$ cat src/rtl/mdio_mgmt_pkg.sv
package mdio_mgmt_pkg;

   typedef enum logic [1:0] {
      HST_IDLE     = 2'd0,
      HST_WAITDATA = 2'd1,
      HST_SHIFT    = 2'd2
   } host_state_t;

   // frame symbols
   localparam logic [1:0] FRM_START = 2'b01;
   localparam logic [1:0] FRM_OP_RD = 2'b10;
   localparam logic [1:0] FRM_OP_WR = 2'b01;
   localparam logic [1:0] FRM_TA_WR = 2'b10;

   // command word layout (software-visible)
   localparam int CMD_GO_BIT  = 0;
   localparam int CMD_WR_BIT  = 1;
   localparam int CMD_REG_LSB = 6;

   localparam logic HSEL_CMD  = 1'b0;
   localparam logic HSEL_DATA = 1'b1;

endpackage

$ cat src/rtl/mdio_clk_div.sv
module mdio_clk_div #(
   parameter int DIV_HALF = 20
) (
   input  logic clk,
   input  logic rst_n,
   input  logic en,
   output logic mdc_o,
   output logic rise_stb_o,
   output logic fall_stb_o
);

   logic tick;
   logic mdc_q;

   generate
      if (DIV_HALF == 1) begin : g_direct
         assign tick = en;
      end else begin : g_count
         localparam int CNT_W = $clog2(DIV_HALF);
         localparam logic [CNT_W-1:0] CNT_LAST = CNT_W'(DIV_HALF - 1);
         logic [CNT_W-1:0] cnt_q;

         always_ff @(posedge clk or negedge rst_n) begin
            if (!rst_n)               cnt_q <= '0;
            else if (!en)             cnt_q <= '0;
            else if (cnt_q == CNT_LAST) cnt_q <= '0;
            else                      cnt_q <= cnt_q + 1'b1;
         end

         assign tick = en && (cnt_q == CNT_LAST);
      end
   endgenerate

   always_ff @(posedge clk or negedge rst_n) begin
      if (!rst_n)     mdc_q <= 1'b0;
      else if (!en)   mdc_q <= 1'b0;
      else if (tick)  mdc_q <= ~mdc_q;
   end

   assign mdc_o      = mdc_q;
   assign rise_stb_o = tick && !mdc_q;
   assign fall_stb_o = tick && mdc_q;

   // clock parks low when disabled
   assert_mdc_park_R7: assert property (@(posedge clk) disable iff (!rst_n)
      !en |=> !mdc_o);

   // a rise strobe is followed by MDC high
   assert_rise_high_R7: assert property (@(posedge clk) disable iff (!rst_n)
      rise_stb_o |=> mdc_o);

endmodule

$ cat src/rtl/mdio_frame_shift.sv
module mdio_frame_shift import mdio_mgmt_pkg::*; #(
   parameter int PREAMBLE_LEN = 32,
   parameter int PHY_AW       = 5,
   parameter int REG_AW       = 5,
   parameter int DATA_W       = 16
) (
   input  logic              clk,
   input  logic              rst_n,
   input  logic              start_i,
   input  logic              wr_i,
   input  logic [PHY_AW-1:0] phy_i,
   input  logic [REG_AW-1:0] reg_i,
   input  logic [DATA_W-1:0] wdata_i,
   input  logic              rise_stb,
   input  logic              fall_stb,
   input  logic              mdio_i,
   output logic              active_o,
   output logic              done_o,
   output logic              mdio_o,
   output logic              mdio_oe,
   output logic [DATA_W-1:0] rd_data_o
);

   localparam int FRAME_LEN  = PREAMBLE_LEN + 4 + PHY_AW + REG_AW + 2 + DATA_W;
   localparam int TA_FIRST   = PREAMBLE_LEN + 4 + PHY_AW + REG_AW;
   localparam int DATA_FIRST = TA_FIRST + 2;
   localparam int BIT_W      = $clog2(FRAME_LEN);
   localparam logic [BIT_W-1:0] BIT_LAST = BIT_W'(FRAME_LEN - 1);
   localparam logic [BIT_W-1:0] BIT_TA   = BIT_W'(TA_FIRST);
   localparam logic [BIT_W-1:0] BIT_DATA = BIT_W'(DATA_FIRST);

   logic                 active_q;
   logic                 wr_q;
   logic [BIT_W-1:0]     bitn_q;
   logic [FRAME_LEN-1:0] frame_q;
   logic [DATA_W-1:0]    rd_q;

   always_ff @(posedge clk or negedge rst_n) begin
      if (!rst_n) begin
         active_q <= 1'b0;
         wr_q     <= 1'b0;
         bitn_q   <= '0;
         frame_q  <= '1;
         rd_q     <= '0;
      end else if (start_i && !active_q) begin
         active_q <= 1'b1;
         wr_q     <= wr_i;
         bitn_q   <= '0;
         frame_q  <= {{PREAMBLE_LEN{1'b1}}, FRM_START,
                      (wr_i ? FRM_OP_WR : FRM_OP_RD), phy_i, reg_i,
                      (wr_i ? FRM_TA_WR : 2'b11),
                      (wr_i ? wdata_i : {DATA_W{1'b1}})};
      end else if (active_q) begin
         if (rise_stb && !wr_q && (bitn_q >= BIT_DATA))
            rd_q <= {rd_q[DATA_W-2:0], mdio_i};
         if (fall_stb) begin
            if (bitn_q == BIT_LAST) begin
               active_q <= 1'b0;
            end else begin
               bitn_q  <= bitn_q + 1'b1;
               frame_q <= {frame_q[FRAME_LEN-2:0], 1'b1};
            end
         end
      end
   end

   assign active_o  = active_q;
   assign done_o    = active_q && fall_stb && (bitn_q == BIT_LAST);
   assign mdio_o    = active_q ? frame_q[FRAME_LEN-1] : 1'b1;
   assign mdio_oe   = active_q && (wr_q || (bitn_q < BIT_TA));
   assign rd_data_o = rd_q;

   // leaving the last address bit of a read releases the line
   assert_read_release_R3: assert property (@(posedge clk) disable iff (!rst_n)
      (active_q && !wr_q && fall_stb && (bitn_q == BIT_TA - 1'b1)) |=> !mdio_oe);

   // a frame never ends before its final bit
   assert_frame_runs_R7: assert property (@(posedge clk) disable iff (!rst_n)
      (active_q && fall_stb && (bitn_q != BIT_LAST)) |=> active_o);

endmodule

$ cat src/rtl/mdio_host_regs.sv
module mdio_host_regs import mdio_mgmt_pkg::*; #(
   parameter int BUS_W  = 32,
   parameter int PHY_AW = 5,
   parameter int REG_AW = 5,
   parameter int DATA_W = 16
) (
   input  logic              clk,
   input  logic              rst_n,
   input  logic              host_wr,
   input  logic              host_sel,
   input  logic [BUS_W-1:0]  host_wdata,
   output logic [BUS_W-1:0]  host_rdata,
   output logic              start_o,
   output logic              wr_o,
   output logic [PHY_AW-1:0] phy_o,
   output logic [REG_AW-1:0] reg_o,
   output logic [DATA_W-1:0] wdata_o,
   output logic              busy_o,
   input  logic              eng_active,
   input  logic              eng_done,
   input  logic [DATA_W-1:0] eng_rd_data
);

   localparam int PHY_LSB = CMD_REG_LSB + REG_AW;

   host_state_t       state_q;
   logic              start_q;
   logic              wr_q;
   logic [PHY_AW-1:0] phy_q;
   logic [REG_AW-1:0] reg_q;
   logic [DATA_W-1:0] data_q;

   logic cmd_wr;
   logic data_wr;
   assign cmd_wr  = host_wr && (host_sel == HSEL_CMD);
   assign data_wr = host_wr && (host_sel == HSEL_DATA);

   always_ff @(posedge clk or negedge rst_n) begin
      if (!rst_n) begin
         state_q <= HST_IDLE;
         start_q <= 1'b0;
         wr_q    <= 1'b0;
         phy_q   <= '0;
         reg_q   <= '0;
         data_q  <= '0;
      end else begin
         start_q <= 1'b0;
         case (state_q)
            HST_IDLE: begin
               if (cmd_wr) begin
                  phy_q <= host_wdata[PHY_LSB +: PHY_AW];
                  reg_q <= host_wdata[CMD_REG_LSB +: REG_AW];
                  wr_q  <= host_wdata[CMD_WR_BIT];
                  if (host_wdata[CMD_GO_BIT]) begin
                     if (host_wdata[CMD_WR_BIT]) begin
                        state_q <= HST_WAITDATA;
                     end else begin
                        state_q <= HST_SHIFT;
                        start_q <= 1'b1;
                     end
                  end
               end
               if (data_wr) data_q <= host_wdata[DATA_W-1:0];
            end
            HST_WAITDATA: begin
               if (data_wr) begin
                  data_q  <= host_wdata[DATA_W-1:0];
                  state_q <= HST_SHIFT;
                  start_q <= 1'b1;
               end
            end
            HST_SHIFT: begin
               if (eng_done) begin
                  state_q <= HST_IDLE;
                  if (!wr_q) data_q <= eng_rd_data;
               end
            end
            default: state_q <= HST_IDLE;
         endcase
      end
   end

   assign busy_o  = (state_q != HST_IDLE);
   assign start_o = start_q;
   assign wr_o    = wr_q;
   assign phy_o   = phy_q;
   assign reg_o   = reg_q;
   assign wdata_o = data_q;

   always_comb begin
      host_rdata = '0;
      if (host_sel == HSEL_CMD) begin
         host_rdata[PHY_LSB +: PHY_AW]     = phy_q;
         host_rdata[CMD_REG_LSB +: REG_AW] = reg_q;
         host_rdata[CMD_WR_BIT]            = wr_q;
         host_rdata[CMD_GO_BIT]            = busy_o;
      end else begin
         host_rdata[DATA_W-1:0] = data_q;
      end
   end

   // busy only drops on the frame's completion
   assert_busy_hold_R8: assert property (@(posedge clk) disable iff (!rst_n)
      (busy_o && !eng_done) |=> busy_o);

   // command writes while busy leave the fields alone
   assert_cmd_ignored_R9: assert property (@(posedge clk) disable iff (!rst_n)
      (busy_o && cmd_wr) |=> ($stable(phy_q) && $stable(reg_q) && $stable(wr_q)));

   // data writes during shifting leave the data word alone
   assert_data_ignored_R10: assert property (@(posedge clk) disable iff (!rst_n)
      ((state_q == HST_SHIFT) && data_wr && !eng_done) |=> $stable(data_q));

   // no shifting while waiting for write data
   assert_wait_quiet_R6: assert property (@(posedge clk) disable iff (!rst_n)
      (state_q == HST_WAITDATA) |-> !eng_active);

endmodule

$ cat src/rtl/mdio_mgmt_ctrl.sv
module mdio_mgmt_ctrl import mdio_mgmt_pkg::*; #(
   parameter int BUS_W        = 32,
   parameter int PHY_AW       = 5,
   parameter int REG_AW       = 5,
   parameter int DATA_W       = 16,
   parameter int PREAMBLE_LEN = 32,
   parameter int DIV_HALF     = 20
) (
   input  logic             clk,
   input  logic             rst_n,
   input  logic             host_wr,
   input  logic             host_sel,
   input  logic [BUS_W-1:0] host_wdata,
   output logic [BUS_W-1:0] host_rdata,
   output logic             mdc_o,
   output logic             mdio_o,
   output logic             mdio_oe,
   input  logic             mdio_i
);

   localparam int PHY_MSB = CMD_REG_LSB + REG_AW + PHY_AW - 1;

   generate
      if (DIV_HALF < 1) begin : g_bad_div
         $error("DIV_HALF must be at least 1");
      end
      if (PHY_MSB >= BUS_W) begin : g_bad_cmd
         $error("command fields do not fit in BUS_W");
      end
      if (DATA_W > BUS_W || DATA_W < 2) begin : g_bad_data
         $error("DATA_W must lie in 2..BUS_W");
      end
      if (PREAMBLE_LEN < 1) begin : g_bad_pre
         $error("PREAMBLE_LEN must be positive");
      end
   endgenerate

   logic              start;
   logic              wr;
   logic [PHY_AW-1:0] phy;
   logic [REG_AW-1:0] regn;
   logic [DATA_W-1:0] wdata;
   logic              busy;
   logic              eng_active;
   logic              eng_done;
   logic [DATA_W-1:0] rd_data;
   logic              rise_stb;
   logic              fall_stb;

   mdio_host_regs #(
      .BUS_W (BUS_W),
      .PHY_AW(PHY_AW),
      .REG_AW(REG_AW),
      .DATA_W(DATA_W)
   ) u_regs (
      .clk        (clk),
      .rst_n      (rst_n),
      .host_wr    (host_wr),
      .host_sel   (host_sel),
      .host_wdata (host_wdata),
      .host_rdata (host_rdata),
      .start_o    (start),
      .wr_o       (wr),
      .phy_o      (phy),
      .reg_o      (regn),
      .wdata_o    (wdata),
      .busy_o     (busy),
      .eng_active (eng_active),
      .eng_done   (eng_done),
      .eng_rd_data(rd_data)
   );

   mdio_clk_div #(
      .DIV_HALF(DIV_HALF)
   ) u_div (
      .clk       (clk),
      .rst_n     (rst_n),
      .en        (eng_active),
      .mdc_o     (mdc_o),
      .rise_stb_o(rise_stb),
      .fall_stb_o(fall_stb)
   );

   mdio_frame_shift #(
      .PREAMBLE_LEN(PREAMBLE_LEN),
      .PHY_AW      (PHY_AW),
      .REG_AW      (REG_AW),
      .DATA_W      (DATA_W)
   ) u_shift (
      .clk      (clk),
      .rst_n    (rst_n),
      .start_i  (start),
      .wr_i     (wr),
      .phy_i    (phy),
      .reg_i    (regn),
      .wdata_i  (wdata),
      .rise_stb (rise_stb),
      .fall_stb (fall_stb),
      .mdio_i   (mdio_i),
      .active_o (eng_active),
      .done_o   (eng_done),
      .mdio_o   (mdio_o),
      .mdio_oe  (mdio_oe),
      .rd_data_o(rd_data)
   );

   // the engine runs only while the host side reports busy
   assert_active_busy_R7: assert property (@(posedge clk) disable iff (!rst_n)
      eng_active |-> busy);

endmodule

$ cat config.mk
export PLATFORM = sky130hd
export DESIGN_NAME = mdio_mgmt_ctrl
export DESIGN_NICKNAME = d
export VERILOG_FILES = /design/src/rtl/mdio_mgmt_pkg.sv /design/src/rtl/mdio_clk_div.sv /design/src/rtl/mdio_frame_shift.sv /design/src/rtl/mdio_host_regs.sv /design/src/rtl/mdio_mgmt_ctrl.sv
export SDC_FILE = /design/constraint.sdc
export NUM_CORES = 1
export LEC_CHECK = 0
export BUFFER_PORTS_ARGS = -buffer_cell sky130_fd_sc_hd__buf_2
export CELL_PAD_IN_SITES_DETAIL_PLACEMENT = 1
export CELL_PAD_IN_SITES_GLOBAL_PLACEMENT = 2
export CORE_UTILIZATION = 35
export CTS_BUF_LIST = sky130_fd_sc_hd__clkbuf_8 sky130_fd_sc_hd__clkbuf_16
export CTS_CLUSTER_SIZE = 16
export DETAILED_ROUTE_END_ITERATION = 10
export PLACE_DENSITY_LB_ADDON = 0.12
export SKIP_LAST_GASP = 1
export SYNTH_ARGS = -nofsm -noshare
export SYNTH_HDL_FRONTEND = slang
export SYNTH_HIERARCHICAL = 1
export SYNTH_SLANG_ARGS = --single-unit
$ cat constraint.sdc
create_clock -name clk -period 2.15 [get_ports clk]
set_input_delay 0.215 -clock clk [delete_from_list [all_inputs] [get_ports clk]]
set_output_delay 0.215 -clock clk [all_outputs]
set_load 0.02 [all_outputs]
==> results.json, run 1 <==
{
  "ys_ff_latch": 124,
  "min_period_over_period": 0.980,
  "worstSetupPathType": "flop to flop",
  "grt_max_degree": 48,
  "drt_first_pass_iters": 5,
  "syn_area_mm2": 0.00593,
  "dp_hpwl_um": 8620,
  "setup_viol_count_final": 0,
  "crit_path_end_kind": "flop",
  "synth_edf_count": 0,
  "clock_path_buffers": 2,
  "drv_cap": 0,
  "drive_gt1_frac": 0.424,
  "slew_viol_final": 0,
  "whs_ns": 0.0302,
  "clk_latency_ns": 0.42,
  "cp-start-kind": "flop",
  "async_flop_share": 1.00,
  "overflow": 0,
  "rr_worst_depth": 9,
  "cts_tree": "yes",
  "ys_warn_count": 6,
  "vias_per_cell": 4.88,
  "final_cell_mix": "nor2_1, dfstp_2, dfrtp_1, nand2_1, mux2_2",
  "instances_no_fill": 829,
  "worstHoldPathCells": 2,
  "grt_pass1_wl_um": 22700,
  "ios": 72,
  "relSlewSlack": 0.628,
  "cts_buffers": 17,
  "synth.distinct_cells": 55,
  "worst_pin_slew_ns": 0.558,
  "antenna_cells": 0,
  "h-tree-depth": 4,
  "antenna_found_initial": 0,
  "start_util": 0.358,
  "floorplan.rows": 47,
  "fin_setup_tns_ns": 0,
  "clk_pin_slew_ns": 0.06,
  "cp_data_required_time_ns": 2.45,
  "placed_cells": 791,
  "peakVddDrop_v": 0.000596,
  "grt_use_total": 0.167,
  "synthFlopType": "dfstp_2",
  "syn_inst": 532,
  "die_area_mm2": 0.0175,
  "vias": 4044,
  "status": "completed",
  "io_buffers": 39,
  "grt_pass1_vias": 4353,
  "nets": 635,
  "clock-sinks": 124,
  "arrival_ns": 2.41,
  "rsz0062_at_grt": "yes",
  "min_period_ns": 2.11,
  "ant_nets": 0,
  "die_w_um": 132,
  "timing.fmax_mhz": 474,
  "final_common_cell": "nor2_1",
  "final.setup_skew_ns": 0.00811,
  "area_delta_synth_final_pct": 21.9,
  "power.density_mw_per_mm2": 1360,
  "leakage_nw": 3.24,
  "die_h_um": 132,
  "power_mw": 9.84,
  "fillers": 1808,
  "gp_congestion": 0.690,
  "final_hold_viol_count": 0,
  "wl_per_cell_um": 16.1,
  "routed_wl_um": 13400,
  "coreArea_mm2": 0.0166,
  "synth-seq-area-share": 0.537,
  "synth_area_per_cell_um2": 11.1,
  "hold_path.class": "input port to flop",
  "drcViolationCount": 0,
  "root_buffer": "clkbuf_16",
  "drt_iter0_drc": 134,
  "cp_max_fo": 8
}
## power by group
part	total (mW)	leakage (nW)	internal (mW)	switching, mW
Combinational	2.47	1.50	1.31	1.16
Clock	3.06	0.304	1.97	1.09
Sequential	4.31	1.44	3.67	0.640
## critical path, cell delays in order, from the launching register on
cell,delay [ns]
dfrtp_1,0.36
ha_2,0.18
and4bb_2,0.24
and3_4,0.19
nand2_2,0.07
nor2_4,0.10
nor2b_4,0.16
o2bb2ai_4,0.19
buf_12,0.19
mux2_4,0.30
## sequential cells by signal, indices dropped and copies added, names as in the netlist
| register | cells |
|---|---|
| u_shift/rd_data_o | 16 |
| u_shift/frame_q | 64 |
| u_div/mdc_o | 1 |
| u_regs/wdata_o | 16 |
| u_shift/wr_q | 1 |
| u_regs/state_q | 2 |
| u_div/g_count.cnt_q | 5 |
| u_regs/phy_o | 5 |
| u_regs/reg_o | 5 |
| u_regs/wr_o | 1 |
| u_shift/bitn_q | 6 |
| u_regs/start_o | 1 |
| u_shift/active_o | 1 |
## path summary, 6_finish.rpt
kind | slack (ns) | end | start
max | 0.04 | u_regs/wdata_o[7] | u_div/g_count.cnt_q[1]
min | 0.03 | u_shift/rd_data_o[0] | mdio_i
max reg2reg | 0.04 | u_regs/wdata_o[7] | u_div/g_count.cnt_q[1]
min reg2reg | 0.46 | u_shift/frame_q[63] | u_shift/frame_q[62]
max in group asynchronous | 1.11 | u_shift/frame_q[25] | rst_n
min in group asynchronous | 0.32 | u_div/g_count.cnt_q[4] | rst_n
## cells by family after synthesis
family / share of synthesized area
compound gates: 0.0739
xor+xnor: 0.00295
fa+ha+maj: 0.00422
buf+inv: 0.0595
flops: 0.537
mux: 0.155
other cells: 0.000632
simple gates: 0.167
## cells in the mapped netlist, types with 4 or more instances
| cell | instances | area share |
|---|---|---|
| nor3_1 | 33 | 0.028 |
| nor2_1 | 70 | 0.044 |
| o21ai_0 | 5 | 0.0042 |
| buf_4 | 17 | 0.022 |
| buf_2 | 13 | 0.011 |
| dfstp_2 | 64 | 0.28 |
| and2_1 | 8 | 0.0084 |
| a31oi_1 | 4 | 0.0042 |
| a21oi_1 | 35 | 0.030 |
| dfrtp_1 | 60 | 0.25 |
| a22oi_1 | 10 | 0.013 |
| nor3b_1 | 16 | 0.020 |
| mux2i_1 | 5 | 0.0084 |
| mux2_2 | 40 | 0.076 |
| nand3_1 | 14 | 0.012 |
| clkbuf_1 | 11 | 0.0070 |
| mux2_4 | 27 | 0.068 |
| nand2_1 | 47 | 0.030 |
| inv_1 | 5 | 0.0032 |
## layer usage
metal / track usage / share of wire / up-vias / wire length, µm
met4: 0.0685 / 0.011 / 0 / 150
met5: 0 / 0 / - / 0
met1: 0.214 / 0.48 / 2050 / 6400
met2: 0.274 / 0.49 / 51 / 6530
met3: 0.0350 / 0.021 / 9 / 282
li1: - / - / 1934 / -
## metrics by stage
stage	cell area, µm²	setup WS (ns)	util
CTS	7170	0.00480	0.433
detailed placement	6510	-0.0165	0.393
global route	7230	-0.0599	0.436
finish	7230	0.0420	0.436
global placement	6510	0.0180	0.393
floorplan	6000	0.00432	-
## final cells by class
cell class / count / area (µm²) / share of cell area
Multi-Input combinational cell: 368 / 2500 / 0.346
Timing Repair Buffer: 79 / 616 / 0.0851
Tap cell: 220 / 275 / 0.0381
Clock inverter: 14 / 195 / 0.0270
Clock buffer: 18 / 439 / 0.0607
Inverter: 6 / 22.5 / 0.00311
Sequential cell: 124 / 3180 / 0.440
## timing repair
item | CTS | global route
setup endpoints to repair | 12 | 46
buffers inserted | 1 | 4
hold buffers | 1 | 0
pin swaps | 1 | 2
resized for setup | 3 | 6
hold endpoints to repair | 15 | 0
Power figures use the tool's default switching activity.
==> run 2, diff against run 1 <==
Settings changed: CORE_MARGIN from default to 2, PLACE_DENSITY from default to 0.81, PLACE_DENSITY_LB_ADDON 0.12 to default.
==> results.json, run 2 (synthesis gave the netlist of run 1 again) <==
{
  "cp_max_fo": 8,
  "gp_congestion": 0.760,
  "slew_viol_final": 0,
  "power_mw": 9.62,
  "area_delta_synth_final_pct": 20.9,
  "regMostFlops": "u_shift/frame_q",
  "vias": 4062,
  "cts_tree": "yes",
  "clk_latency_ns": 0.41,
  "rsz0062_at_grt": "yes",
  "multi_input_area_mm2": 0.00252,
  "peakVddDrop_v": 0.000587,
  "routed_wl_um": 13400,
  "final_cell_mix": "nor2_1, dfstp_2, dfrtp_1, nand2_1, buf_2",
  "overflow": 0,
  "seq_area_mm2": 0.00318,
  "clock-sinks": 124,
  "nets": 632,
  "drt_first_pass_iters": 4,
  "setup_viol_count_final": 0,
  "rrSetupSlack_ns": 0.002,
  "final_common_cell": "nor2_1",
  "drt_iter0_drc": 161,
  "root_buffer": "clkbuf_16",
  "hold_path.class": "input port to flop",
  "die_h_um": 134,
  "crit_path_end_kind": "flop",
  "wl_per_cell_um": 16.2,
  "detailedPlace.worstSlack_ns": -0.128,
  "drive_gt1_frac": 0.421,
  "crit_family": "simple AND/OR/NAND/NOR gates",
  "worstPathBufferInverterCount": 1,
  "fillers": 1807,
  "arrival_ns": 2.44,
  "grt_pass1_wl_um": 22800,
  "worstPathCellList": "ha_2, and4bb_2, and3_4, nand2_4, nor2_4, nor2b_4, o2bb2ai_4, buf_12, mux2_4",
  "io_buffers": 39,
  "final.setup_skew_ns": 0.00564,
  "setup_ws_ns": 0.00161,
  "vias_per_cell": 4.92,
  "ios": 72,
  "leakage_nw": 3.24,
  "start_util": 0.358,
  "fin_setup_tns_ns": 0,
  "crit_path_top_delay_cell": "dfrtp_1",
  "status": "completed",
  "drcViolationCount": 0,
  "timing.fmax_mhz": 465,
  "coreArea_mm2": 0.0166,
  "antenna_cells": 0,
  "worst_pin_slew_ns": 0.624,
  "h-tree-depth": 4,
  "relSlewSlack": 0.584,
  "power.density_mw_per_mm2": 1340,
  "die_area_mm2": 0.0180,
  "grt_max_degree": 51,
  "cp-start-kind": "flop",
  "final_hold_viol_count": 0,
  "largest_reg_flops": 64,
  "worstSetupPathType": "flop to flop",
  "max_stage_delay_ns": 0.36,
  "grt_use_total": 0.161,
  "antenna_found_initial": 0,
  "floorplan.rows": 47,
  "drv_cap": 0,
  "min_period_over_period": 0.999,
  "cp_data_required_time_ns": 2.45,
  "grt_pass1_vias": 4523,
  "clock_path_buffers": 2,
  "min_period_ns": 2.15,
  "dp_hpwl_um": 8760,
  "cts_buffers": 17,
  "ant_nets": 0,
  "clk_pin_slew_ns": 0.05,
  "die_w_um": 134
}
run 2: changes by cell type in the layout (fill, tap and decap cells not counted), sizes merged:
cell / change
clkbuf: +6
buf: -3
bufinv: -3
clkinvlp: -3
run 2: cell type report:
cell class,instances,area share
clock buffer,24,0.0743
clock inverter,8,0.00872
inverter,6,0.00314
multi-input combinational,368,0.351
sequential,124,0.444
tap,220,0.0384
timing repair buffer,76,0.0804
run 2: routing by layer:
metal  wire, µm  track usage  part of all wire  vias to the layer above
li1           -            -                 -                     1928
met1       5830        0.187              0.44                     2063
met4        198       0.0614             0.015                        0
met3        345       0.0367             0.026                       13
met5          0            0                 0                        -
met2       7000        0.289              0.52                       58
run 2: what timing repair did:
| item | in CTS | in global routing |
|---|---|---|
| setup buffers | 8 | 1 |
| gates resized for setup | 5 | 7 |
| pin swaps | 3 | 2 |
| endpoints found under the hold margin | 21 | 0 |
| cloned | 0 | 0 |
| hold buffers | 1 | 0 |
| setup endpoints to repair | 17 | 30 |
run 2: final timing paths:
check                                       start                      to  cells past startpoint
max                        u_div/g_count.cnt_q[1]       u_regs/wdata_o[9]                      9
min                                       host_wr       u_regs/state_q[0]                      2
max reg2reg                u_div/g_count.cnt_q[1]       u_regs/wdata_o[9]                      9
min reg2reg                   u_shift/frame_q[62]     u_shift/frame_q[63]                      2
max in group asynchronous                   rst_n     u_shift/frame_q[20]                      3
min in group asynchronous                   rst_n  u_div/g_count.cnt_q[0]                      2
run 2: per-stage QoR:
step,hold slack [ns],instance area (µm²),util,std cells
6_report,0.0271,7170,0.432,826
5_1_grt,0.0348,7170,0.432,826
4_1_cts,0.0144,7130,0.430,825
3_5_place_dp,0.193,6430,0.388,784
3_3_place_gp,0.186,6430,0.388,784
2_1_floorplan,-0.0806,6000,-,547
run 2: where the power goes:
part / leakage (nW) / internal, mW / switching, mW
logic: 1.49 / 1.28 / 1.16
clock network: 0.309 / 1.82 / 0.975
registers: 1.44 / 3.68 / 0.713
total: 3.24 / 6.78 / 2.84
run 2: worst reg2reg max path: cells and delay by family (launching register included):
family	cells	cell delay, ns
DFF	1	0.36
muxes	1	0.31
AOI/OAI and AO/OA	1	0.21
buffers and inverters	1	0.19
adders and majority gates	1	0.19
and+or+nand+nor	5	0.78
==> run 3, diff against run 2 <==
Settings changed: ABC_AREA from default to 1, CORE_UTILIZATION 35 to 31.
==> results.json, run 3 <==
{
  "setup_viol_count_final": 0,
  "fillers": 2343,
  "largest_reg_flops": 64,
  "die_w_um": 144,
  "routed_wl_um": 14700,
  "nets": 840,
  "status": "completed",
  "max_stage_delay_ns": 0.39,
  "synthTopCellsByCount": "nand2_1, nand3_1, dfstp_2",
  "wl_per_cell_um": 13.6,
  "floorplan.rows": 51,
  "drv_cap": 0,
  "gp_congestion": 0.751,
  "drcViolationCount": 0,
  "worstPathBufferInverterCount": 1,
  "gr-max-usage-layer": "met2",
  "grtUsageMet3": 0.0413,
  "rrSetupSlack_ns": 0.21,
  "r2r_start": "u_div/g_count.cnt_q[0]",
  "antenna_found_initial": 0,
  "worstHoldPathCells": 3,
  "ys_warn_count": 6,
  "grt_use_met1": 0.206,
  "area_delta_synth_final_pct": 18.0,
  "setup_ws_ns": 0.205,
  "met2_usage": 0.247,
  "worstSetupPathType": "flop to flop",
  "synth_edf_count": 0,
  "netlist.area_leader.share": 0.278,
  "io_buffers": 39,
  "final_cell_mix": "nand2_1, nand3_1, dfstp_2, dfrtp_1, nor2_1",
  "async_flop_share": 1.00,
  "grt_pass1_vias": 4968,
  "drive_gt1_frac": 0.222,
  "crit_path_end_kind": "flop",
  "final_hold_viol_count": 0,
  "regMostFlops": "u_shift/frame_q",
  "cts_tree": "yes",
  "overflow": 0,
  "final_common_cell": "nand2_1",
  "slew_viol_final": 0,
  "synth.distinct_cells": 31,
  "antenna_cells": 0,
  "drt_iter0_drc": 217,
  "min_period_ns": 1.94,
  "start_util": 0.313,
  "final.setup_skew_ns": 0.0114,
  "worstPathCellList": "ha_1, nand2_1, nor2_2, nand2_1, nor2_1, nand2_1, nor2_2, nand3_1, o21ai_4, buf_6, nand3_1, nand2_1",
  "synth-seq-area-share": 0.527,
  "cpMostUsedCell": "nand2_1",
  "syn_area_mm2": 0.00604,
  "synthFlopType": "dfstp_2",
  "drt_first_pass_iters": 4,
  "root_buffer": "clkbuf_16",
  "critical_path.reg2reg.endpoint": "u_regs/wdata_o[7]",
  "min_period_over_period": 0.904,
  "cts_buffers": 17,
  "cp-start-kind": "flop",
  "timing.fmax_mhz": 514,
  "hold_path.class": "input port to flop",
  "synth_most_common_cell": "nand2_1",
  "crit_family": "simple AND/OR/NAND/NOR gates",
  "grt_pass1_wl_um": 25100,
  "grt_use_total": 0.154,
  "h-tree-depth": 4,
  "grt_max_degree": 57,
  "vias_per_cell": 4.49,
  "clock_path_buffers": 2,
  "yosysTopAreaCell": "dfstp_2",
  "leakage_nw": 3.63,
  "clk_latency_ns": 0.42,
  "holdCritStartpoint": "host_wdata[12]",
  "cp_max_fo": 11,
  "rr_worst_depth": 12,
  "detailedPlace.worstSlack_ns": 0.143,
  "vias": 4848,
  "ios": 72,
  "synth_area_per_cell_um2": 7.98,
  "ys_ff_latch": 124,
  "arrival_ns": 2.30,
  "peakVddDrop_v": 0.000475,
  "syn_inst": 757,
  "clock-sinks": 124,
  "power.density_mw_per_mm2": 773,
  "synth_area_leaders": "dfstp_2, dfrtp_1, nand2_1",
  "whs_ns": 0.0227,
  "hold-path-endpoint": "u_regs/phy_o[1]",
  "crit_path_top_delay_cell": "dfrtp_1",
  "dp_hpwl_um": 9900,
  "ant_nets": 0,
  "coreArea_mm2": 0.0193,
  "die_h_um": 144,
  "die_area_mm2": 0.0206,
  "cp_data_required_time_ns": 2.51,
  "clk_pin_slew_ns": 0.06
}
-- run 3: cell type report --
type / count / area [µm²] / area share
sequential: 124 / 3180 / 0.447
tap: 265 / 332 / 0.0465
clock buffer: 18 / 439 / 0.0616
multi-input combinational: 552 / 2430 / 0.341
inverter: 45 / 171 / 0.0241
timing repair buffer: 61 / 414 / 0.0581
clock inverter: 14 / 160 / 0.0225
-- run 3: repair_timing --
item | 4_1_cts | 5_1_grt
endpoints found under the hold margin | 20 | 0
setup endpoints to repair | 0 | 17
hold buffers | 4 | 0
gates resized for setup | 0 | 6
setup buffers | 0 | 1
-- run 3: worst max path at each step --
stage                     endpoint                   start  depth (start not counted)  slack (ns)
3_3_place_gp   u_shift/frame_q[23]  u_div/g_count.cnt_q[0]                         12        0.19
5_1_grt         u_regs/wdata_o[12]  u_div/g_count.cnt_q[0]                         12    -0.00003
4_1_cts          u_regs/wdata_o[7]  u_div/g_count.cnt_q[0]                         12        0.10
2_1_floorplan   u_regs/wdata_o[10]  u_div/g_count.cnt_q[0]                         13        0.33
3_5_place_dp     u_regs/wdata_o[8]  u_div/g_count.cnt_q[0]                         12        0.14
6_report         u_regs/wdata_o[7]  u_div/g_count.cnt_q[0]                         12        0.21
-- run 3: metal layers --
layer,vias to the layer above,routed length [µm]
met1,2349,7130
met5,-,0
met2,44,7030
met4,0,131
li1,2442,-
met3,13,369
-- run 3: logic make-up (layout without fill, tap and decap cells) --
family                   count (synthesis)  in the layout  synth area share
adder cells (fa/ha/maj)                  2              2           0.00414
flip-flops                             124            124             0.527
AO/OA/AOI/OAI                           61             61            0.0599
buffers and inverters                   97            138            0.0837
AND/OR/NAND/NOR                        470            471             0.322
XOR/XNOR                                 2              2           0.00290
other                                    1             16          0.000621
-- run 3: worst register-to-register path, stage by stage, from the launching register on --
cell     delay, ns
dfrtp_1       0.39
ha_1          0.19
nand2_1       0.07
nor2_2        0.12
nand2_1       0.06
nor2_1        0.09
nand2_1       0.13
nor2_2        0.15
nand3_1       0.14
o21ai_4       0.20
buf_6         0.20
nand3_1       0.09
nand2_1       0.09
-- run 3: through the flow --
step	cells	total power [mW]	instance area [µm²]	util	setup TNS, ns
2_1_floorplan	772	2.54	6100	-	0
3_3_place_gp	1041	2.63	6460	0.335	0
3_5_place_dp	1041	2.63	6460	0.335	0
4_1_cts	1077	5.61	7100	0.368	0
5_1_grt	1079	5.76	7130	0.370	-0.0000309
6_report	1079	5.51	7130	0.370	0
-- run 3: where the power goes --
part           switching (mW)  internal, mW
Clock                    1.15          1.76
Sequential             0.0219          2.38
Combinational           0.134        0.0519
